## src/rtl/clkdiv_pkg.sv

```systemverilog
package clkdiv_pkg;

  localparam int VAR_LOWJIT = 0;
  localparam int VAR_HIFREQ = 1;

  // Ratio for one select code under one variant. The code order is behaviour.
  function automatic int ratio_of(input int variant, input logic [2:0] code);
    int r;
    if (variant == VAR_HIFREQ) begin
      case (code)
        3'd0: r = 6;
        3'd1: r = 2;
        3'd2: r = 8;
        3'd3: r = 4;
        3'd4: r = 5;
        3'd5: r = 7;
        3'd6: r = 1;
        default: r = 3;
      endcase
    end else begin
      case (code)
        3'd0: r = 10;
        3'd1: r = 2;
        3'd2: r = 8;
        3'd3: r = 4;
        3'd4: r = 5;
        3'd5: r = 7;
        3'd6: r = 9;
        default: r = 6;
      endcase
    end
    return r;
  endfunction

  // True when r is reachable from some select code of the variant.
  function automatic logic is_legal(input int variant, input int r);
    logic hit;
    hit = 1'b0;
    for (int c = 0; c < 8; c++) begin
      if (ratio_of(variant, 3'(c)) == r) hit = 1'b1;
    end
    return hit;
  endfunction

endpackage

```

## src/rtl/clkdiv_ratio_map.sv

```systemverilog
module clkdiv_ratio_map
  import clkdiv_pkg::*;
#(
  parameter int VARIANT = 0,
  parameter int RW      = 4,
  parameter int SW      = 3
) (
  input  logic [SW-1:0] sel,
  output logic [RW-1:0] ratio
);

  localparam int NCODES = 1 << SW;

  logic [RW-1:0] tbl [NCODES];

  // Build the constant table, one entry per code.
  generate
    for (genvar c = 0; c < NCODES; c++) begin : g_code
      if (VARIANT == VAR_HIFREQ) begin : g_hf
        assign tbl[c] = RW'(ratio_of(VAR_HIFREQ, 3'(c)));
      end else begin : g_lj
        assign tbl[c] = RW'(ratio_of(VAR_LOWJIT, 3'(c)));
      end
    end
  endgenerate

  assign ratio = tbl[sel];

endmodule

```

## src/rtl/clkdiv_core.sv

```systemverilog
module clkdiv_core #(
  parameter int            RW    = 4,
  parameter logic [RW-1:0] DFLT  = 6
) (
  input  logic          clk,
  input  logic          rst,
  input  logic          pwr_n,
  input  logic [RW-1:0] sel_ratio,
  output logic          run_q,
  output logic [RW-1:0] cnt_q,
  output logic [RW-1:0] ratio_q,
  output logic          out_q
);

  localparam logic [RW-1:0] ONE = RW'(1);

  logic          wrap;
  logic [RW-1:0] cnt_nxt;
  logic [RW-1:0] ratio_nxt;
  logic [RW-1:0] low_len;
  logic          hi_nxt;

  // End of period: the last count of the ratio in force.
  assign wrap      = (cnt_q == ratio_q - ONE);
  assign cnt_nxt   = wrap ? '0 : cnt_q + ONE;
  assign ratio_nxt = wrap ? sel_ratio : ratio_q;
  // The low phase takes the larger half, so odd ratios run low-heavy.
  assign low_len   = ratio_nxt - (ratio_nxt >> 1);
  assign hi_nxt    = (cnt_nxt >= low_len);

  always_ff @(posedge clk) begin
    if (rst) begin
      run_q   <= 1'b0;
      cnt_q   <= '0;
      out_q   <= 1'b0;
      ratio_q <= DFLT;
    end else if (!pwr_n) begin
      run_q   <= 1'b0;
      cnt_q   <= '0;
      out_q   <= 1'b0;
      ratio_q <= sel_ratio;
    end else if (!run_q) begin
      run_q   <= 1'b1;
      cnt_q   <= '0;
      out_q   <= 1'b0;
    end else begin
      cnt_q   <= cnt_nxt;
      ratio_q <= ratio_nxt;
      out_q   <= hi_nxt;
    end
  end

endmodule

```

## src/rtl/clkdiv_bypass.sv

```systemverilog
module clkdiv_bypass #(
  parameter int RW = 4
) (
  input  logic          clk,
  input  logic          rst,
  input  logic          run_q,
  input  logic [RW-1:0] ratio_q,
  input  logic          div_q,
  output logic          gate_q,
  output logic          clk_out
);

  localparam logic [RW-1:0] ONE = RW'(1);

  // The pass-through select changes only while clk is low, so the
  // mux never cuts a high phase of either source.
  always_ff @(negedge clk) begin
    if (rst) gate_q <= 1'b0;
    else     gate_q <= run_q && (ratio_q == ONE);
  end

  assign clk_out = gate_q ? clk : div_q;

endmodule

```

## src/rtl/pinsel_clkdiv.sv

```systemverilog
module pinsel_clkdiv
  import clkdiv_pkg::*;
#(
  parameter int VARIANT = 0,
  parameter int RW      = 4
) (
  input  logic          clk_fast,
  input  logic          rst,
  input  logic          pwr_n,
  input  logic [2:0]    sel,
  output logic          clk_out,
  output logic [RW-1:0] ratio_o
);

  localparam logic [RW-1:0] DFLT = RW'(ratio_of(VARIANT, 3'b111));

  logic [RW-1:0] sel_ratio;
  logic          run_q;
  logic [RW-1:0] cnt_q;
  logic [RW-1:0] ratio_q;
  logic          out_q;
  logic          gate_q;

  clkdiv_ratio_map #(.VARIANT(VARIANT), .RW(RW), .SW(3)) u_map (
    .sel   (sel),
    .ratio (sel_ratio)
  );

  clkdiv_core #(.RW(RW), .DFLT(DFLT)) u_core (
    .clk       (clk_fast),
    .rst       (rst),
    .pwr_n     (pwr_n),
    .sel_ratio (sel_ratio),
    .run_q     (run_q),
    .cnt_q     (cnt_q),
    .ratio_q   (ratio_q),
    .out_q     (out_q)
  );

  clkdiv_bypass #(.RW(RW)) u_byp (
    .clk     (clk_fast),
    .rst     (rst),
    .run_q   (run_q),
    .ratio_q (ratio_q),
    .div_q   (out_q),
    .gate_q  (gate_q),
    .clk_out (clk_out)
  );

  assign ratio_o = ratio_q;

endmodule

```

## config.mk

```make
export PLATFORM = sky130hd
export DESIGN_NAME = pinsel_clkdiv
export DESIGN_NICKNAME = d
export VERILOG_FILES = /design/src/rtl/clkdiv_pkg.sv /design/src/rtl/clkdiv_ratio_map.sv /design/src/rtl/clkdiv_core.sv /design/src/rtl/clkdiv_bypass.sv /design/src/rtl/pinsel_clkdiv.sv
export SDC_FILE = /design/constraint.sdc
export NUM_CORES = 1
export LEC_CHECK = 0
export BUFFER_PORTS_ARGS = -buffer_cell sky130_fd_sc_hd__buf_2
export CAP_MARGIN = 10
export CELL_PAD_IN_SITES_DETAIL_PLACEMENT = 0
export CELL_PAD_IN_SITES_GLOBAL_PLACEMENT = 1
export CORE_MARGIN = 4
export CORE_UTILIZATION = 45
export DETAILED_ROUTE_END_ITERATION = 7
export GPL_TIMING_DRIVEN = 0
export PLACE_DENSITY = 0.92
export SETUP_SLACK_MARGIN = 0.3
export SLEW_MARGIN = 20
export SYNTH_ARGS = -nofsm -noshare
export SYNTH_HDL_FRONTEND = slang
export SYNTH_SLANG_ARGS = --single-unit
```

## constraint.sdc

```tcl
create_clock -name clk_fast -period 9.7 [get_ports clk_fast]
set_clock_uncertainty 0.15 [all_clocks]
set_input_delay 0.97 -clock clk_fast [delete_from_list [all_inputs] [get_ports clk_fast]]
set_output_delay 0.97 -clock clk_fast [all_outputs]
set_load 0.005 [all_outputs]
```

# Word-level counts from Yosys, hierarchy flattened
# Memories as Yosys holds them, arrays and structs flattened.
# Cells that the tools add are included.
[totals]
reg_bits = 11
elab_cells = 27
out_inout_bits = 5
mem_bits_ro = 32
n_memories = 1
[op_classes]
n_eq_ne = 3
addsub = 3
n_reduce_logical = 2
muxes = 8
bitwise_logic = 3
n_lt_le_gt_ge = 2
[mem_list]
columns = ["memory", "words", "word_bits", "read_ports", "rd_ports_with_merged_regs", "wr", "line", "source"]
rows = [
  ["(name not given)", 8, 4, 1, 0, 0, "clkdiv_ratio_map.sv:27", "assign ratio = tbl[sel];"],
]
[op_table]
columns = ["operator", "n"]
rows = [
  ["4-bit two-way mux", 6],
  ["4-bit by 1-bit adder with 4-bit output, second input constant", 1],
  ["4-bit by 1-bit == test with 1-bit output, second input constant", 1],
  ["4-bit == test", 1],
  ["4-bit >= comparator", 1],
  ["4-bit >= comparator, second input constant", 1],
  ["3-bit inverter with 4-bit output", 1],
  ["4-bit by 1-bit subtractor with 4-bit output, second input constant", 1],
  ["4-bit by 3-bit subtractor with 4-bit output", 1],
  ["3-bit OR reduction", 1],
  ["1-bit two-way mux", 2],
  ["2-bit by 1-bit != test with 1-bit output, second input constant", 1],
  ["1-bit inverter", 2],
  ["1-bit logical AND", 1],
]

# Depth between registers and ports, before layout
# Gate-level depths: netlist of the first run.
[depth]
word_depth = 7
mapped_depth = 17
ltp_nobuf = 15

# Modules after synthesis
# A second synthesis of the first run with hierarchy kept.
[hier_totals]
hier_cells = 94
area_unflattened_um2 = 868.3
[modules_own_cells]
columns = ["mod", "cells_per_inst", "area_each_um2", "instances"]
rows = [
  ["clkdiv_core", 84, 769.5, 1],
  ["clkdiv_bypass", 5, 60.1, 1],
  ["clkdiv_ratio_map", 5, 38.8, 1],
]

==> results of run 1 <==
==> metrics by stage <==
step	instance area (sq um)	worst slack (ps)	std cells	total power (uW)	hold WS, ps
2_1_floorplan	910.9	3111	106	80.56	406.0
3_3_place_gp	994.7	3007	143	88.70	433.9
3_5_place_dp	994.7	2998	143	90.19	443.3
4_1_cts	1044	2520	150	139.8	461.3
5_1_grt	1044	2495	150	147.1	491.8
6_report	1044	2542	150	137.2	460.4
==> synth_stat cells <==
| master | number | area [sq um] |
|---|---|---|
| nor3_1 | 3 | 15.01 |
| a21oi_1 | 7 | 35.03 |
| a21boi_0 | 1 | 7.510 |
| ha_1 | 9 | 112.6 |
| o21ai_0 | 1 | 5.000 |
| clkbuf_2 | 1 | 5.000 |
| a211o_1 | 2 | 17.52 |
| and2_1 | 2 | 12.51 |
| nor2b_1 | 2 | 12.51 |
| nor2_1 | 16 | 60.06 |
| nor3b_1 | 1 | 7.510 |
| nand3b_1 | 2 | 15.01 |
| mux2i_1 | 1 | 10.01 |
| and3_1 | 1 | 6.260 |
| xor2_1 | 5 | 43.79 |
| o221ai_1 | 1 | 8.760 |
| a31oi_1 | 3 | 18.77 |
| nand2b_1 | 1 | 6.260 |
| mux2i_2 | 1 | 13.76 |
| mux2_2 | 1 | 11.26 |
| o22a_1 | 2 | 17.52 |
| xnor2_1 | 5 | 43.79 |
| dfxtp_1 | 11 | 220.2 |
| buf_4 | 1 | 7.510 |
| inv_1 | 5 | 18.77 |
| o22ai_1 | 1 | 6.260 |
| or2_2 | 1 | 6.260 |
| fa_1 | 1 | 20.02 |
| nor3_2 | 2 | 20.02 |
| buf_6 | 2 | 22.52 |
| and4b_1 | 1 | 10.01 |
| a21o_1 | 3 | 22.52 |
| a221oi_2 | 1 | 15.01 |
| nand3_1 | 2 | 10.01 |
| nand2_1 | 6 | 22.52 |
| xor3_1 | 1 | 23.77 |
==> cells in the final DEF (no fill, tap or decap), types with 2 or more instances in the layout <==
master	count
nor2_1	16
dfxtp_1	11
buf_2	10
ha_1	9
a21oi_1	7
inv_1	6
nand2_1	6
clkbuf_4	6
xnor2_1	5
xor2_1	5
a31oi_1	3
a21o_1	3
nor3_1	3
buf_6	2
nor3_2	2
and2_1	2
o22a_1	2
nor2b_1	2
nand3_1	2
a211o_1	2
nand3b_1	2
==> power breakdown <==
group / internal [uW] / leakage (uW) / switching, uW
clock network: 29.2 / 0.0000492 / 20.2
registers: 46.7 / 0.0000898 / 1.68
logic: 18.6 / 0.000357 / 20.8
==> cells by family after synthesis <==
| logic type | Yosys count | share of synthesized area |
|---|---|---|
| AND/OR/NAND/NOR | 40 | 0.2239 |
| buffers and inverters | 9 | 0.05906 |
| multiplexers | 3 | 0.03846 |
| flip-flops | 11 | 0.2418 |
| XOR/XNOR | 11 | 0.1222 |
| adder cells (fa/ha/maj) | 10 | 0.1456 |
| AO/OA/AOI/OAI | 22 | 0.1690 |
==> registers in the layout, indices dropped and copies added (netlist names) <==
name,flops
u_core.ratio_q,4
u_byp.gate_q,1
u_core.cnt_q,4
u_core.run_q,1
u_core.out_q,1
==> how the worst max path moves through the flow <==
| stage | to | from | slack, ps | cells past startpoint |
|---|---|---|---|---|
| 2_1_floorplan | clk_out | u_byp.gate_q | 3110 | 1 |
| 3_3_place_gp | clk_out | u_byp.gate_q | 3010 | 2 |
| 3_5_place_dp | clk_out | u_byp.gate_q | 3000 | 2 |
| 4_1_cts | clk_out | u_byp.gate_q | 2520 | 2 |
| 5_1_grt | clk_out | u_byp.gate_q | 2490 | 2 |
| 6_report | clk_out | u_byp.gate_q | 2540 | 2 |
==> metal layers <==
| layer | wire, um | vias up |
|---|---|---|
| met5 | 0 | - |
| met4 | 20 | 0 |
| met3 | 127 | 3 |
| li1 | - | 405 |
| met2 | 898 | 25 |
| met1 | 855 | 385 |
==> worst max-delay path, stage by stage, from the launching register on <==
cell     delay, ps
dfxtp_1        300
mux2_2         320
buf_2          120
==> cell type report <==
| cell class | instances | area, sq um |
|---|---|---|
| clock inverter | 2 | 7.507 |
| sequential | 11 | 220.2 |
| timing repair buffer | 9 | 45.04 |
| tap | 27 | 33.78 |
| fill | 188 | 898.4 |
| multi-input combinational | 86 | 636.9 |
| inverter | 4 | 15.01 |
| clock buffer | 7 | 50.05 |
| buffer | 4 | 35.03 |
==> flow_summary_export.csv, run 1 <==
group,metric,value,unit
status,status,"completed",
critical_path,end_kind,"output pin",
floorplan,dieArea,0.002808,sq mm
worst_hold_path,holdPathEnd,"u_core.ratio_q[1]",
clock_tree,post_cts_resized,0,
final_layout,antenna_cells,0,
critical_path,rrSetupSlack,3720,ps
critical_path,cp-start-kind,"flip-flop",
placed_design,gp_congestion,0.8527,
floorplan,dieHeight,52.99,um
final_layout,drive_gt1_frac,0.2114,
placed_design,dpl.hpwl,1536,um
floorplan,coreArea,0.001942,sq mm
yosys,synth_seq_area_share,0.2418,
pwr,leakage,0.0004960,uW
yosys,synthCells,106,
pwr,vdd_drop_max,0.09786,mV
drt,dr.pass1.iters,5,
grt,gr-usage-met2,0.2438,
clock_tree,cts_tree,"done",
pwr,power.density,131.5,mW/mm^2
sta,fin_tns_setup,0,ps
grt,grt-busiest-layer,"met2",
job,maxCapViolCount,0,
drt,vias,818,
floorplan,start_util,0.4691,
final_layout,final_util,0.5374,
yosys,ys_types,36,
critical_path,critPathKind,"flip-flop to output pin",
floorplan,chipWidth,52.99,um
yosys,mappedNetlistArea,910.9,sq um
grt,grt_pass1_wl,3215,um
grt,grt_pass1_vias,776,
floorplan,num_rows,16,
critical_path,critPathMaxFanout,1,
sta,slew-limit-headroom,0.6562,
clock_tree,cts_hold_buf,0,
clock_tree,clkTransAtPathRegs,70,ps
critical_path,arrival,6040,ps
drt,antenna_left,0,
worst_hold_path,worstHoldStart,"u_core.ratio_q[1]",
drt,routed_wl,1901,um
grt,grt_max_degree,11,
critical_path,r2r_end,"u_byp.gate_q",
clock_tree,worstSkewPairLatency,380,ps
final_layout,area_delta_synth_final,14.56,%
yosys,syn_nets,122,
critical_path,reg2reg_depth,3,
critical_path,rr_startpoint,"u_core.ratio_q[1]",
grt,met1_usage,0.1945,
sta,hold_viol,0,
drt,routed_via_density,5.453,
sta,finalMaxSlewViolations,0,
yosys,yosys_warnings,0,
grt,grt.met3_usage,0.07042,
floorplan,ioPinCount,11,
final_layout,fin_nets,140,
worst_hold_path,hold_path_class,"flip-flop to flip-flop",
sta,final-setup-viol-count,0,
worst_hold_path,min_path_cells,1,
yosys,ys_ff_latch,11,
sta,worst_slew_pin_slew,512.1,ps
grt,grt_use_total,0.1598,
grt,antenna_found_initial,0,
critical_path,cp.required,8580,ps
grt,overflow,0,
drt,drcViolationCount,0,
drt,wl_per_cell,12.67,um
clock_tree,post_cts_buffers,0,
placed_design,port_buffers,10,
sta,rsz0062_at_grt,"false",
yosys,syn_avg_cell_area,8.593,sq um
drt,drt-initial-drc-count,23,
(Power assumes the default switching activity.)
==> inputs of run 2 (changes only) <==
--- a/config.mk
+++ b/config.mk
@@ -10,10 +10,10 @@
 export CELL_PAD_IN_SITES_DETAIL_PLACEMENT = 0
 export CELL_PAD_IN_SITES_GLOBAL_PLACEMENT = 1
 export CORE_MARGIN = 4
-export CORE_UTILIZATION = 45
+export CORE_UTILIZATION = 42
 export DETAILED_ROUTE_END_ITERATION = 7
 export GPL_TIMING_DRIVEN = 0
-export PLACE_DENSITY = 0.92
+export PLACE_DENSITY = 0.88
 export SETUP_SLACK_MARGIN = 0.3
 export SLEW_MARGIN = 20
 export SYNTH_ARGS = -nofsm -noshare
==> constraint.sdc (replaced) <==
create_clock -name clk_fast -period 7.2 [get_ports clk_fast]
set_clock_uncertainty 0.15 [all_clocks]
set_input_delay 0.72 -clock clk_fast [delete_from_list [all_inputs] [get_ports clk_fast]]
set_output_delay 0.72 -clock clk_fast [all_outputs]
set_load 0.005 [all_outputs]
==> flow_summary_export.csv, run 2 (synthesis gave the netlist of run 1 again) <==
group,metric,value,unit
drt,drcViolationCount,0,
worst_hold_path,min_path_cells,2,
critical_path,reg2reg_depth,3,
critical_path,worst-path-buf-inv,1,
critical_path,path_cells,"mux2_2 > buf_2",
critical_path,slowest_delay,320,ps
floorplan,start_util,0.4550,
sta,worst_slew_pin_slew,519.2,ps
grt,grt_pass1_wl,3346,um
critical_path,path_depth,2,
clock_tree,cts_tree,"done",
drt,drt-initial-drc-count,8,
grt,overflow,0,
critical_path,cp-start-kind,"flip-flop",
pwr,power.density,175.4,mW/mm^2
drt,vias,814,
final_layout,fin_nets,140,
critical_path,rr_startpoint,"u_core.ratio_q[1]",
critical_path,cp_top_family,"multiplexers",
critical_path,r2r_end,"u_byp.gate_q",
pwr,vdd_drop_max,0.1152,mV
sta,final-setup-viol-count,0,
critical_path,rrSetupSlack,2440,ps
floorplan,coreArea,0.002002,sq mm
worst_hold_path,worstHoldStart,"rst",
final_layout,final_common_cell,"nor2_1",
sta,hold_viol,0,
critical_path,arrival,4780,ps
floorplan,chipWidth,54.57,um
floorplan,dieArea,0.002978,sq mm
drt,routed_wl,2002,um
drt,routed_via_density,5.427,
critical_path,critPathLaunch,"u_byp.gate_q",
drt,antenna_left,0,
final_layout,reg_top3,"u_core.cnt_q (4), u_core.ratio_q (4)",
clock_tree,cts_hold_buf,0,
pwr,leakage,0.0004960,uW
critical_path,cpMaxStageDelayCell,"mux2_2",
grt,grt_use_total,0.1644,
sta,rsz0062_at_grt,"false",
final_layout,antenna_cells,0,
critical_path,critPathMaxFanout,1,
drt,dr.pass1.iters,6,
job,maxCapViolCount,0,
floorplan,dieHeight,54.57,um
critical_path,critPathKind,"flip-flop to output pin",
pwr,finalPower,183.0,uW
final_layout,final_cell_mix,"16 x nor2_1, 11 x dfxtp_1, 10 x buf_2",
grt,grt_max_degree,11,
clock_tree,post_cts_resized,0,
final_layout,final_util,0.5213,
placed_design,gp_congestion,0.7593,
grt,antenna_found_initial,0,
critical_path,cp.required,6330,ps
worst_hold_path,hold_path_class,"input port to flip-flop",
sta,fin_tns_setup,0,ps
clock_tree,post_cts_buffers,0,
sta,slew-limit-headroom,0.6514,
floorplan,num_rows,16,
critical_path,crit_path_end,"clk_out",
placed_design,dpl.hpwl,1537,um
final_layout,area_delta_synth_final,14.56,%
clock_tree,clkTransAtPathRegs,70,ps
clock_tree,worstSkewPairLatency,380,ps
critical_path,end_kind,"output pin",
floorplan,ioPinCount,11,
final_layout,drive_gt1_frac,0.2114,
grt,grt_pass1_vias,801,
drt,wl_per_cell,13.35,um
placed_design,port_buffers,10,
sta,finalMaxSlewViolations,0,
status,status,"completed",
run 2: cell counts in the layout (fill, tap and decap cells not counted):
No cell type changed its count.
run 2: metrics by stage:
| stage | area, sq um | hold WS, ps | instances | setup WS, ps |
|---|---|---|---|---|
| 2_1_floorplan | 910.9 | 406.0 | 106 | 2111 |
| 3_3_place_gp | 994.7 | 432.7 | 143 | 2007 |
| 3_5_place_dp | 994.7 | 443.1 | 143 | 2001 |
| 4_1_cts | 1044 | 430.2 | 150 | 1530 |
| 5_1_grt | 1044 | 437.5 | 150 | 1475 |
| 6_report | 1044 | 433.9 | 150 | 1546 |
run 2: area by class of cell:
class | instances | area [sq um]
fillers | 211 | 958.4
multi-input cells | 86 | 636.9
flip-flops and latches | 11 | 220.2
clock buffers | 7 | 50.05
repair buffers | 9 | 45.04
plain buffers | 4 | 35.03
well taps | 27 | 33.78
inverters | 4 | 15.01
clock inverters | 2 | 7.507
run 2: routing by layer:
| layer | vias up | part of all wire | GRT usage |
|---|---|---|---|
| met5 | - | 0 | 0 |
| met2 | 23 | 0.48 | 0.2610 |
| met1 | 379 | 0.45 | 0.1865 |
| met3 | 4 | 0.059 | 0.08447 |
| li1 | 408 | - | - |
| met4 | 0 | 0.014 | 0.06224 |
run 2: how the worst min path moves through the flow:
| stage | endpoint |
|---|---|
| finish | u_core.run_q |
| floorplan | u_core.cnt_q[0] |
| detailed placement | u_core.ratio_q[1] |
| CTS | u_core.run_q |
| global placement | u_core.ratio_q[1] |
| global route | u_core.ratio_q[3] |
run 2: worst register-to-register path: stages, from the launching register on:
cell     delay (ps)
dfxtp_1         430
inv_1           140
ha_1            210
and4b_1         180
run 2: power by group:
part | switching [uW] | leakage [uW] | internal [uW]
Clock | 25.5 | 0.0000492 | 39.2
Combinational | 28.1 | 0.000357 | 24.8
Sequential | 2.40 | 0.0000898 | 63.0
==> inputs of run 3 (changes only) <==
--- a/config.mk
+++ b/config.mk
@@ -10,10 +10,10 @@
 export CELL_PAD_IN_SITES_DETAIL_PLACEMENT = 0
 export CELL_PAD_IN_SITES_GLOBAL_PLACEMENT = 1
 export CORE_MARGIN = 4
-export CORE_UTILIZATION = 42
+export CORE_UTILIZATION = 38
 export DETAILED_ROUTE_END_ITERATION = 7
 export GPL_TIMING_DRIVEN = 0
-export PLACE_DENSITY = 0.88
+export PLACE_DENSITY = 0.84
 export SETUP_SLACK_MARGIN = 0.3
 export SLEW_MARGIN = 20
 export SYNTH_ARGS = -nofsm -noshare
==> constraint.sdc (replaced) <==
create_clock -name clk_fast -period 5 [get_ports clk_fast]
set_clock_uncertainty 0.15 [all_clocks]
set_input_delay 0.5 -clock clk_fast [delete_from_list [all_inputs] [get_ports clk_fast]]
set_output_delay 0.5 -clock clk_fast [all_outputs]
set_load 0.005 [all_outputs]
==> flow_summary_export.csv, run 3 (synthesis gave the netlist of run 1 again) <==
group,metric,value,unit
pwr,finalPower,264.7,uW
sta,hold_viol,0,
clock_tree,worstSkewPairLatency,380,ps
grt,grt_pass1_wl,3484,um
floorplan,ioPinCount,11,
critical_path,r2r_end,"u_core.out_q",
critical_path,critPathMaxFanout,1,
pwr,leakage,0.0004960,uW
critical_path,path_cells,"mux2_2 > buf_2",
grt,met1_usage,0.1774,
grt,grt-busiest-layer,"met2",
final_layout,drive_gt1_frac,0.2114,
drt,wl_per_cell,13.32,um
pwr,power.density,253.4,mW/mm^2
grt,gr-usage-met2,0.1941,
final_layout,area.sequential,220.2,sq um
final_layout,nFillCells,240,
grt,overflow,0,
drt,drt-initial-drc-count,20,
critical_path,reg2reg_depth,16,
grt,grt_use_total,0.1388,
critical_path,cpMaxStageDelayCell,"mux2_2",
placed_design,port_buffers,10,
drt,dr.pass1.iters,4,
floorplan,chipWidth,56.96,um
drt,routed_via_density,5.285,
critical_path,arrival,3680,ps
grt,grt.met3_usage,0.06787,
clock_tree,post_cts_buffers,0,
drt,routed_wl,2012,um
floorplan,num_rows,17,
sta,finalMaxSlewViolations,0,
grt,grt_max_degree,11,
placed_design,dpl.hpwl,1587,um
final_layout,final_util,0.4634,
final_layout,antenna_cells,0,
floorplan,start_util,0.4040,
floorplan,dieHeight,56.96,um
worst_hold_path,hold_path_class,"input port to flip-flop",
worst_hold_path,worstHoldStart,"rst",
worst_hold_path,holdPathEnd,"u_core.ratio_q[0]",
floorplan,coreArea,0.002255,sq mm
worst_hold_path,min_path_cells,2,
final_layout,final_common_cell,"nor2_1",
sta,rsz0062_at_grt,"false",
critical_path,slowest_delay,320,ps
job,maxCapViolCount,0,
floorplan,dieArea,0.003244,sq mm
sta,fin_tns_setup,0,ps
sta,worst_slew_pin_slew,471.8,ps
drt,vias,798,
status,status,"completed",
final_layout,final_cell_mix,"16 x nor2_1, 11 x dfxtp_1, 10 x buf_2",
critical_path,cp-start-kind,"flip-flop",
clock_tree,cts_hold_buf,0,
clock_tree,post_cts_resized,0,
critical_path,rrSetupSlack,1280,ps
sta,layout_setup_ws,668.9,ps
grt,antenna_found_initial,0,
final_layout,multi_input_area,636.9,sq um
placed_design,dp_slack,1126,ps
final_layout,fin_nets,140,
clock_tree,cts_tree,"done",
pwr,vdd_drop_max,0.2280,mV
critical_path,critPathKind,"flip-flop to output pin",
final_layout,area_delta_synth_final,14.70,%
critical_path,end_kind,"output pin",
sta,final-setup-viol-count,0,
critical_path,cp.required,4350,ps
sta,slew-limit-headroom,0.6840,
final_layout,reg_top3,"u_core.cnt_q (4), u_core.ratio_q (4)",
placed_design,gp_congestion,0.7642,
critical_path,rr_startpoint,"u_core.ratio_q[0]",
clock_tree,clkTransAtPathRegs,60,ps
grt,grt_pass1_vias,791,
drt,antenna_left,0,
drt,drcViolationCount,0,
==> run 3: cell counts in the layout (fill, tap and decap cells not counted) <==
Identical to the previous run, type by type.
==> run 3: power breakdown <==
part / total, uW / internal [uW] / switching, uW
sequential: 94.3 / 90.6 / 3.64
combinational: 75.9 / 36.1 / 39.8
clock: 94.5 / 56.6 / 37.9
==> run 3: per-stage QoR <==
step                std cells  cell area [sq um]  hold WS [ps]
floorplan                 106              910.9         406.0
global placement          144              996.0         442.1
detailed placement        144              996.0         456.0
CTS                       151               1045         218.2
global route              151               1045         214.1
finish                    151               1045         224.3
==> run 3: layout make-up <==
cell class,count,area share
Buffer,4,0.03353
Clock buffer,7,0.04790
Timing Repair Buffer,9,0.04311
Tap cell,28,0.03353
Clock inverter,2,0.007186
Inverter,4,0.01437
Sequential cell,11,0.2108
Multi-Input combinational cell,86,0.6096
==> run 3: routing by layer <==
| layer | part of all wire | vias up | wire length [um] |
|---|---|---|---|
| li1 | - | 402 | - |
| met1 | 0.47 | 363 | 938 |
| met2 | 0.44 | 29 | 887 |
| met3 | 0.077 | 4 | 154 |
| met4 | 0.015 | 0 | 31 |
| met5 | 0 | - | 0 |
==> run 3: critical path: cells and delay by family (launching register included) <==
| family | cells | cell delay (ps) |
|---|---|---|
| buffers and inverters | 1 | 120 |
| flip-flops | 1 | 300 |
| multiplexers | 1 | 320 |
==> run 3: worst max path at each step <==
stage | startpoint | end | slack, ps | cells after the start
global placement | u_byp.gate_q | clk_out | 1130 | 2
CTS | u_byp.gate_q | clk_out | 650 | 2
global route | u_byp.gate_q | clk_out | 590 | 2
finish | u_byp.gate_q | clk_out | 670 | 2
detailed placement | u_byp.gate_q | clk_out | 1130 | 2
floorplan | u_byp.gate_q | clk_out | 1230 | 1
